`src/rtl/trc_pkg.sv`:
```
package trc_pkg;
  typedef enum logic [1:0] {
    K_INSTR = 2'd0,
    K_DATA  = 2'd1,
    K_MARK  = 2'd2
  } pkt_kind_e;

  typedef enum logic [1:0] {
    S_RUN  = 2'd0,
    S_HOLD = 2'd1,
    S_SKIP = 2'd2
  } trc_state_e;

  localparam int KIND_W = 2;
endpackage

```
`src/rtl/trc_ring.sv`:
```
module trc_ring #(
  parameter int DEPTH = 16,
  parameter int PW    = 35,
  localparam int AW   = (DEPTH > 1) ? $clog2(DEPTH) : 1,
  localparam int CW   = $clog2(DEPTH + 1)
) (
  input  logic          clk,
  input  logic          rst,
  input  logic          wr_en,
  input  logic [PW-1:0] wr_word,
  input  logic          rd_en,
  output logic [PW-1:0] rd_word,
  output logic [CW-1:0] occ,
  output logic          is_empty,
  output logic          is_full
);
  logic [PW-1:0] mem [DEPTH];
  logic [AW-1:0] wr_ptr, rd_ptr;

  function automatic logic [AW-1:0] bump(input logic [AW-1:0] p);
    return (p == AW'(DEPTH - 1)) ? '0 : p + AW'(1);
  endfunction

  // storage has no reset so it maps onto RAM
  always_ff @(posedge clk) begin
    if (wr_en) mem[wr_ptr] <= wr_word;
  end

  always_ff @(posedge clk) begin
    if (rst) begin
      wr_ptr <= '0;
      rd_ptr <= '0;
      occ    <= '0;
    end else begin
      if (wr_en) wr_ptr <= bump(wr_ptr);
      if (rd_en) rd_ptr <= bump(rd_ptr);
      case ({wr_en, rd_en})
        2'b10:   occ <= occ + CW'(1);
        2'b01:   occ <= occ - CW'(1);
        default: occ <= occ;
      endcase
    end
  end

  assign rd_word  = mem[rd_ptr];
  assign is_empty = (occ == '0);
  assign is_full  = (occ == CW'(DEPTH));
endmodule

```
`src/rtl/trc_ovf_ctl.sv`:
```
module trc_ovf_ctl
  import trc_pkg::*;
(
  input  logic       clk,
  input  logic       rst,
  input  logic       in_valid,
  input  logic       in_last,
  input  logic       is_full,
  input  logic       is_empty,
  output logic       accept,
  output logic       mark,
  output logic       tracing,
  output logic [1:0] state_o
);
  trc_state_e st_q, st_nx;
  logic       open_q, open_nx;

  always_comb begin
    open_nx = in_valid ? !in_last : open_q;
    st_nx   = st_q;
    accept  = 1'b0;
    mark    = 1'b0;
    case (st_q)
      S_RUN: begin
        if (in_valid) begin
          if (is_full) st_nx = S_HOLD;
          else         accept = 1'b1;
        end
      end
      S_HOLD: begin
        if (is_empty) begin
          mark  = 1'b1;
          st_nx = open_nx ? S_SKIP : S_RUN;
        end
      end
      S_SKIP: begin
        if (in_valid && in_last) st_nx = S_RUN;
      end
      default: st_nx = S_RUN;
    endcase
  end

  always_ff @(posedge clk) begin
    if (rst) begin
      st_q    <= S_RUN;
      open_q  <= 1'b0;
      tracing <= 1'b1;
    end else begin
      st_q    <= st_nx;
      open_q  <= open_nx;
      tracing <= (st_nx == S_RUN);
    end
  end

  assign state_o = st_q;
endmodule

```
`src/rtl/trc_ovf_fifo.sv`:
```
module trc_ovf_fifo
  import trc_pkg::*;
#(
  parameter int DEPTH = 16,
  parameter int DW    = 32,
  localparam int PW   = DW + KIND_W + 1,
  localparam int CW   = $clog2(DEPTH + 1)
) (
  input  logic          clk,
  input  logic          rst,
  input  logic          in_valid,
  input  logic          in_is_data,
  input  logic          in_last,
  input  logic [DW-1:0] in_payload,
  input  logic          out_ready,
  output logic          out_valid,
  output logic [1:0]    out_kind,
  output logic          out_last,
  output logic [DW-1:0] out_payload,
  output logic          tracing
);
  logic          accept, mark, is_full, is_empty;
  logic          wr_en, rd_en;
  logic [PW-1:0] wr_word, rd_word;
  logic [CW-1:0] occ;
  logic [1:0]    ctl_state;
  pkt_kind_e     in_kind;

  trc_ovf_ctl u_ctl (
    .clk      (clk),
    .rst      (rst),
    .in_valid (in_valid),
    .in_last  (in_last),
    .is_full  (is_full),
    .is_empty (is_empty),
    .accept   (accept),
    .mark     (mark),
    .tracing  (tracing),
    .state_o  (ctl_state)
  );

  assign in_kind = in_is_data ? K_DATA : K_INSTR;
  assign wr_en   = accept | mark;
  assign wr_word = mark ? {K_MARK, 1'b1, {DW{1'b0}}}
                        : {in_kind, in_last, in_payload};
  assign rd_en   = out_ready && !is_empty;

  trc_ring #(.DEPTH(DEPTH), .PW(PW)) u_ring (
    .clk      (clk),
    .rst      (rst),
    .wr_en    (wr_en),
    .wr_word  (wr_word),
    .rd_en    (rd_en),
    .rd_word  (rd_word),
    .occ      (occ),
    .is_empty (is_empty),
    .is_full  (is_full)
  );

  assign out_valid   = !is_empty;
  assign out_kind    = rd_word[PW-1 -: KIND_W];
  assign out_last    = rd_word[DW];
  assign out_payload = rd_word[DW-1:0];
endmodule

```
`config.mk`:
```
export PLATFORM = sky130hd
export DESIGN_NAME = trc_ovf_fifo
export DESIGN_NICKNAME = d
export VERILOG_FILES = /design/src/rtl/trc_pkg.sv /design/src/rtl/trc_ring.sv /design/src/rtl/trc_ovf_ctl.sv /design/src/rtl/trc_ovf_fifo.sv
export SDC_FILE = /design/constraint.sdc
export NUM_CORES = 1
export LEC_CHECK = 0
export ABC_AREA = 1
export BUFFER_PORTS_ARGS = -buffer_cell sky130_fd_sc_hd__buf_2
export CAP_MARGIN = 15
export CORE_MARGIN = 3
export CORE_UTILIZATION = 55
export CTS_BUF_LIST = sky130_fd_sc_hd__clkbuf_16
export DETAILED_ROUTE_END_ITERATION = 7
export PLACE_DENSITY = 0.75
export SETUP_SLACK_MARGIN = 0.05
export SYNTH_ARGS = -nofsm -noshare
export SYNTH_HDL_FRONTEND = slang
export SYNTH_SLANG_ARGS = --single-unit
```
`constraint.sdc`:
```
create_clock -name clk -period 2.68 [get_ports clk]
set_input_delay 0.268 -clock clk [delete_from_list [all_inputs] [get_ports clk]]
set_output_delay 0.268 -clock clk [all_outputs]
set_load 0.03 [all_outputs]
```
# Yosys cells after proc, flatten, opt, wreduce, memory -nomap -nowiden
# Memories as Yosys holds them, arrays and structs flattened. A register that Yosys moved wholly into a read port is not among the register bits.
# Cells that the tools add are included.
dict set report classes {
  eq_ne 7
  bitwise_logic 1
  n_addsub 4
  mux 21
  reduce_logical 8
}
# op count
set ops {}
lappend ops {{two-way mux 35 bit} 1}
lappend ops {{two-way mux 4 bit} 4}
lappend ops {{two-way mux 2 bit} 5}
lappend ops {{one-hot mux 5 bit (2 select lines)} 1}
lappend ops {{two-way mux 1 bit} 9}
lappend ops {{adder 4 x 1 -> 4 bit (second input constant)} 2}
lappend ops {{== test 4 bit (second input constant)} 2}
lappend ops {{one-hot mux 2 bit (3 select lines)} 1}
lappend ops {{adder 5 x 1 -> 5 bit (second input constant)} 1}
lappend ops {{== test 5 bit (second input constant)} 1}
lappend ops {{logical NOT 5 bit} 1}
lappend ops {{subtractor 5 x 1 -> 5 bit (second input constant)} 1}
lappend ops {{== test 2 x 1 -> 1 bit (second input constant)} 2}
lappend ops {{== test 2 bit (second input constant)} 2}
lappend ops {{logical NOT 2 bit} 2}
lappend ops {{logical AND 1 bit} 2}
lappend ops {{logical NOT 1 bit} 2}
lappend ops {{nonzero test 2 bit} 1}
lappend ops {{bitwise OR 1 bit} 1}
dict set report totals {
  out_inout_bits 37
  mem_count 1
  inputBits 38
  register_bits 17
  ram_bits 560
  word_cells 48
}
# memory depth width rd rd_clocked_by_memory_dff write_ports line
set mem_list {}
lappend mem_list {u_ring.mem 16 35 1 1 1 trc_ring.sv:17} ;# logic [PW-1:0] mem [DEPTH];

# Longest topological paths before layout
dict set report logic_depth {
  depth_word 7
  mapped_depth 17
  mapped_depth_nobuf 17
}

# Cells and area by module
# Synthesis repeated with hierarchy kept, for this count alone.
dict set report unflattened {
  cells_unflattened 2005
  area_unflattened_um2 24169.4
}
# module instances area_per_inst_um2 cells_each seq_area_each_um2
set modules_own_cells {}
lappend modules_own_cells {trc_ring 1 23640.2 1898 17156.5}
lappend modules_own_cells {trc_ovf_fifo 1 327.8 78 0.0}
lappend modules_own_cells {trc_ovf_ctl 1 201.4 29 80.1}

# Least setup slack after synthesis
# OpenSTA, ideal clock, no wires.
dict set report synth_path {
  kind {register -> register}
  from {register u_ring.occ[0]}
  to {memory u_ring.mem[0][0] (enable)}
  setup_time_ns 0.427
  slack_ns -0.229
  path_stages_with_launch 8
  arrival_time_ns 2.481
  period_less_slack_ns 2.909
  required_time_ns 2.253
  path_buffers 0
  cell_sequence {dfxtp_1 nor2_4 nand3_4 nor2_4 nand2_4 nand2_4 nand2_1 nor2_1}
}
dict set report synth_via {
  elab_chain_cells 7
  elab_cells_between_ends 10
  cone_classes {eq/ne (1); mux (7); bitwise (1); reduce/logical (1)}
}
# item line
set synth_rtl {}
lappend synth_rtl {{start, declared} trc_ring.sv:13} ;# output logic [CW-1:0] occ,
lappend synth_rtl {{start signal, assigned} trc_ring.sv:38} ;# 2'b10: occ <= occ + CW'(1);
lappend synth_rtl {{start signal, assigned} trc_ring.sv:39} ;# 2'b01: occ <= occ - CW'(1);
lappend synth_rtl {{== test 5 bit} trc_ring.sv:47} ;# assign is_full = (occ == CW'(DEPTH));
lappend synth_rtl {{two-way mux 1 bit} trc_ovf_ctl.sv:26} ;# if (is_full) st_nx = S_HOLD;
lappend synth_rtl {{two-way mux 1 bit} trc_ovf_ctl.sv:25} ;# if (in_valid) begin
lappend synth_rtl {{two-way mux 1 bit} trc_ovf_ctl.sv:23} ;# case (st_q)
lappend synth_rtl {{bitwise OR 1 bit (*)} trc_ovf_fifo.sv:43} ;# assign wr_en = accept | mark;
lappend synth_rtl {{two-way mux 1 bit (*)} trc_ring.sv:26} ;# if (wr_en) mem[wr_ptr] <= wr_word;
lappend synth_rtl {{two-way mux 1 bit (implied by the code) (*)} trc_ring.sv:26}
lappend synth_rtl {{end, declared} trc_ring.sv:17}
# Every way passes the cells marked *; elsewhere a longest branch is shown, timed or not.

==> results by group <==
Pwr
  • Total design power: 26.06 mW
  • Leakage: 10.18 nW
  • Clk network pwr share: 30.3%
  • Net switching power of the design: 8.416 mW
  • Share of total power in sequential cells: 42.2%
  • Fraction of power spent switching nets: 32.30%
  • Cell area power density: 945.3 nW/µm²
  • Combinational group share of total power: 27.5%
  • Pint: 17.64 mW
  • IR Drop Worst-Case VDD: 0.0005327 V

Worst setup path
  • Slowest cell on the critical path: dfxtp_2
  • Cell Chain, Critical Path: inv_2 > buf_4 > nand3_1 > nand3_1 > nand2_1 > buf_2
  • Required time of the worst setup path: 2.41 ns
  • Cell family with most CP delay: flip-flops
  • Most frequent cell on the critical path: nand3_1
  • WP buf/inv: 3
  • Worst Reg-to-Reg Cells: 16
  • Data arrival time of the critical path: 2.26 ns
  • Worst-path maximum fanout: 25
  • Type of element launching the critical path: register
  • Critical Path Max Stage Delay: 0.67 ns
  • Number of cells on the critical path: 6
  • Crit path capture type: primary output
  • Critical Setup Path Class: register to primary output

Synthesis
  • Syn Std Cell Area: 24200 µm²
  • Number of nets produced by synthesis: 2047
  • Portion of synthesized cell area occupied by the leading cell type: 69.50%
  • Yosys warns: 0
  • Post-synthesis cell type count: 32
  • Synthesized flop and latch total: 581
  • Cell types with the largest area share after synthesis: edfxtp_1, inv_1, nand3_1
  • Post-synth EDFFs: 560
  • Fraction of registers with async set or reset after synthesis: 0%
  • Portion of the post-synthesis area used by sequential elements: 71.23%
  • Library cell with the largest summed area after synthesis: edfxtp_1
  • Synth Instances: 2000
  • Most frequently used flop master after synthesis: edfxtp_1
  • Mean area per synthesized cell: 12.10 µm²

Final layout
  • Fillers: 3106
  • Highest-count cells in the layout ignoring fill and taps: edfxtp_1, inv_1, nand3_1, nand2_1, a21oi_1
  • Share of cells above drive strength 1: 12.21%
  • Net count, final: 2130
  • Final standard cell count with taps included and fillers excluded: 2714
  • Antenna diodes: 0
  • Area overhead of the layout relative to synthesis: 13.93%
  • Most frequent standard cell in the layout excluding fill and tap cells: edfxtp_1
  • Combined area of the multi-input logic cells: 5124 µm²
  • FF/Latch Area: 17250 µm²

STA
  • Final max-slew violation count: 0
  • RSZ-0062 raised after global routing: yes
  • F_max: 395.0 MHz
  • Slew of the pin with the lowest slew margin: 0.9999 ns
  • Setup violation total in the final timing report: 0
  • Relative max-transition margin: 33.09%
  • Min Tclk post-route: 2.532 ns
  • Final hold vios: 0
  • Final period util: 94.46%
  • Setup Total Neg Slack: 0 ns
  • Clock skew: 0.01782 ns

Clocking
  • Latest clock arrival within the worst-skew pair: 0.59 ns
  • CTS tree: yes
  • Number of buffers on the longest clock path: 3
  • Clock-pin slew on the worst setup and hold paths: 0.06 ns
  • CTS Root Cell: clkbuf_16
  • Cts bufs inserted: 56
  • Total number of H-tree levels: 2
  • Clock net sink count: 581

Floorplanning
  • Number of primary I/O pins: 75
  • Standard-cell rows: 76
  • Initial core utilization: 55.93%
  • Core box area: 43270 µm²
  • Die Outline Area: 46550 µm²
  • Height of the chip: 215.8 µm
  • Floorplan die width: 215.8 µm

Flow run
  • Max-cap violation count: 0

Routing
  • Per-cell via count in the routed design: 5.688
  • Drt total wl: 55640 µm
  • Iteration-0 DRC Markers: 1918
  • Post-detailed-route wirelength per cell: 20.50 µm
  • Post-detailed-route count of antenna-violating nets: 0
  • Detailed-routing iteration count for the pre-antenna-repair pass: 5
  • Number of remaining DRC errors: 0
  • DR vias: 15440

Global routing
  • Aggregate global-route resource usage: 23.40%
  • First-pass GRT wire length: 84330 µm
  • Initial antenna violation count: 1
  • Vias in the first global route: 15070
  • Global route overflow: 0
  • Pin count of the biggest net entering global routing: 119

Worst hold path
  • Kind of path behind the tightest hold check: primary input to register
  • Worst hold path depth: 3

Place
  • Placed Cells: 2597
  • Buffers added on ports: 74
  • Final HPWL from detailed placement: 29230 µm
  • Final weighted congestion in routability-driven placement: 0.7799

Status
  • Run status: complete, no violations
## final cells by class
cell class                 instances  area share, %
timing repair buffer             144          4.820
clock buffer                      57          5.174
multi-input combinational        959          18.59
inverter                         341          4.643
tap                              585          2.655
clock inverter                    47          1.557
sequential                       581          62.56
## stage by stage
stage | area [µm²] | utilization [%] | hold slack [ns] | worst slack [ns]
6_report | 27570 | 63.71 | 0.04604 | 0.1485
5_1_grt | 27570 | 63.71 | 0.04735 | 0.02657
4_1_cts | 27450 | 63.45 | 0.004513 | 0.07828
3_5_place_dp | 25530 | 59.00 | 0.4804 | 0.2508
3_3_place_gp | 25530 | 59.00 | 0.4845 | 0.3470
2_1_floorplan | 24210 | - | 0.4307 | -0.2286
## tightest hold or removal path: cells and delay by family
kind            cells  cell delay, ns
buf+inv             1            0.11
compound gates      2            0.22
## Yosys cell counts (all sizes together), types with 2 or more instances
| cell type | n |
|---|---|
| dfxtp | 21 |
| a21oi | 151 |
| nor2 | 64 |
| buf | 89 |
| o211ai | 140 |
| o21bai | 2 |
| inv | 340 |
| xor2 | 5 |
| nand2 | 210 |
| edfxtp | 560 |
| clkbuf | 30 |
| nand3 | 225 |
| o21ai | 147 |
| ha | 9 |
## metal layers
| layer | vias to the layer above | GRT usage [%] | part of all wire (%) |
|---|---|---|---|
| met4 | 0 | 8.152 | 3.1 |
| li1 | 7181 | - | - |
| met1 | 7455 | 32.16 | 40 |
| met3 | 124 | 3.492 | 7.8 |
| met2 | 677 | 38.66 | 49 |
| met5 | - | 0 | 0 |
## registers in the layout, indices dropped and copies added, names as in the netlist, named ones only
signal / flops
u_ring.mem: 560
u_ring.occ: 5
u_ring.rd_ptr: 4
u_ctl.tracing: 1
u_ctl.open_q: 1
u_ctl.state_o: 2
u_ring.wr_ptr: 4
## repair_timing
| item | in CTS | in global routing |
|---|---|---|
| endpoints found under the hold margin | 8 | 0 |
| gates resized for setup | 1 | 3 |
| buffers inserted | 2 | 3 |
| pin swaps | 0 | 0 |
| setup endpoints to repair | 4 | 16 |
| hold buffers | 5 | 0 |
| gates cloned | 0 | 3 |
## logic make-up (layout without fill, tap and decap cells)
| logic type | after synthesis | count (layout) | share of synthesized area [%] |
|---|---|---|---|
| XOR/XNOR | 5 | 5 | 0.1810 |
| adder cells (fa/ha/maj) | 9 | 9 | 0.4654 |
| flip-flops | 581 | 581 | 71.23 |
| AND/OR/NAND/NOR | 503 | 503 | 9.318 |
| buffers and inverters | 460 | 589 | 8.098 |
| AO/OA/AOI/OAI | 442 | 442 | 10.70 |
## power groups by stage
| stage | clock network [mW] | logic [mW] | registers (mW) |
|---|---|---|---|
| after CTS | 8.01 | 7.03 | 11.0 |
| final | 7.90 | 7.16 | 11.0 |
| after floorplan | 0 | 5.09 | 11.1 |
| after global routing | 8.39 | 7.87 | 11.0 |
| after global placement | 0 | 6.70 | 11.2 |
| after detailed placement | 0 | 6.90 | 11.2 |
## path summary, 6_finish.rpt
kind / from / endpoint / slack, ns
worst max register to register: u_ring.occ[0] / u_ring.occ[4] / 0.25
worst min register to register: u_ring.rd_ptr[3] / register / 0.50
worst max-delay path: register / out_payload[15] / 0.15
worst min-delay path: in_valid / u_ctl.state_o[1] / 0.05
Note: power is estimated with default switching activity, not from simulation.
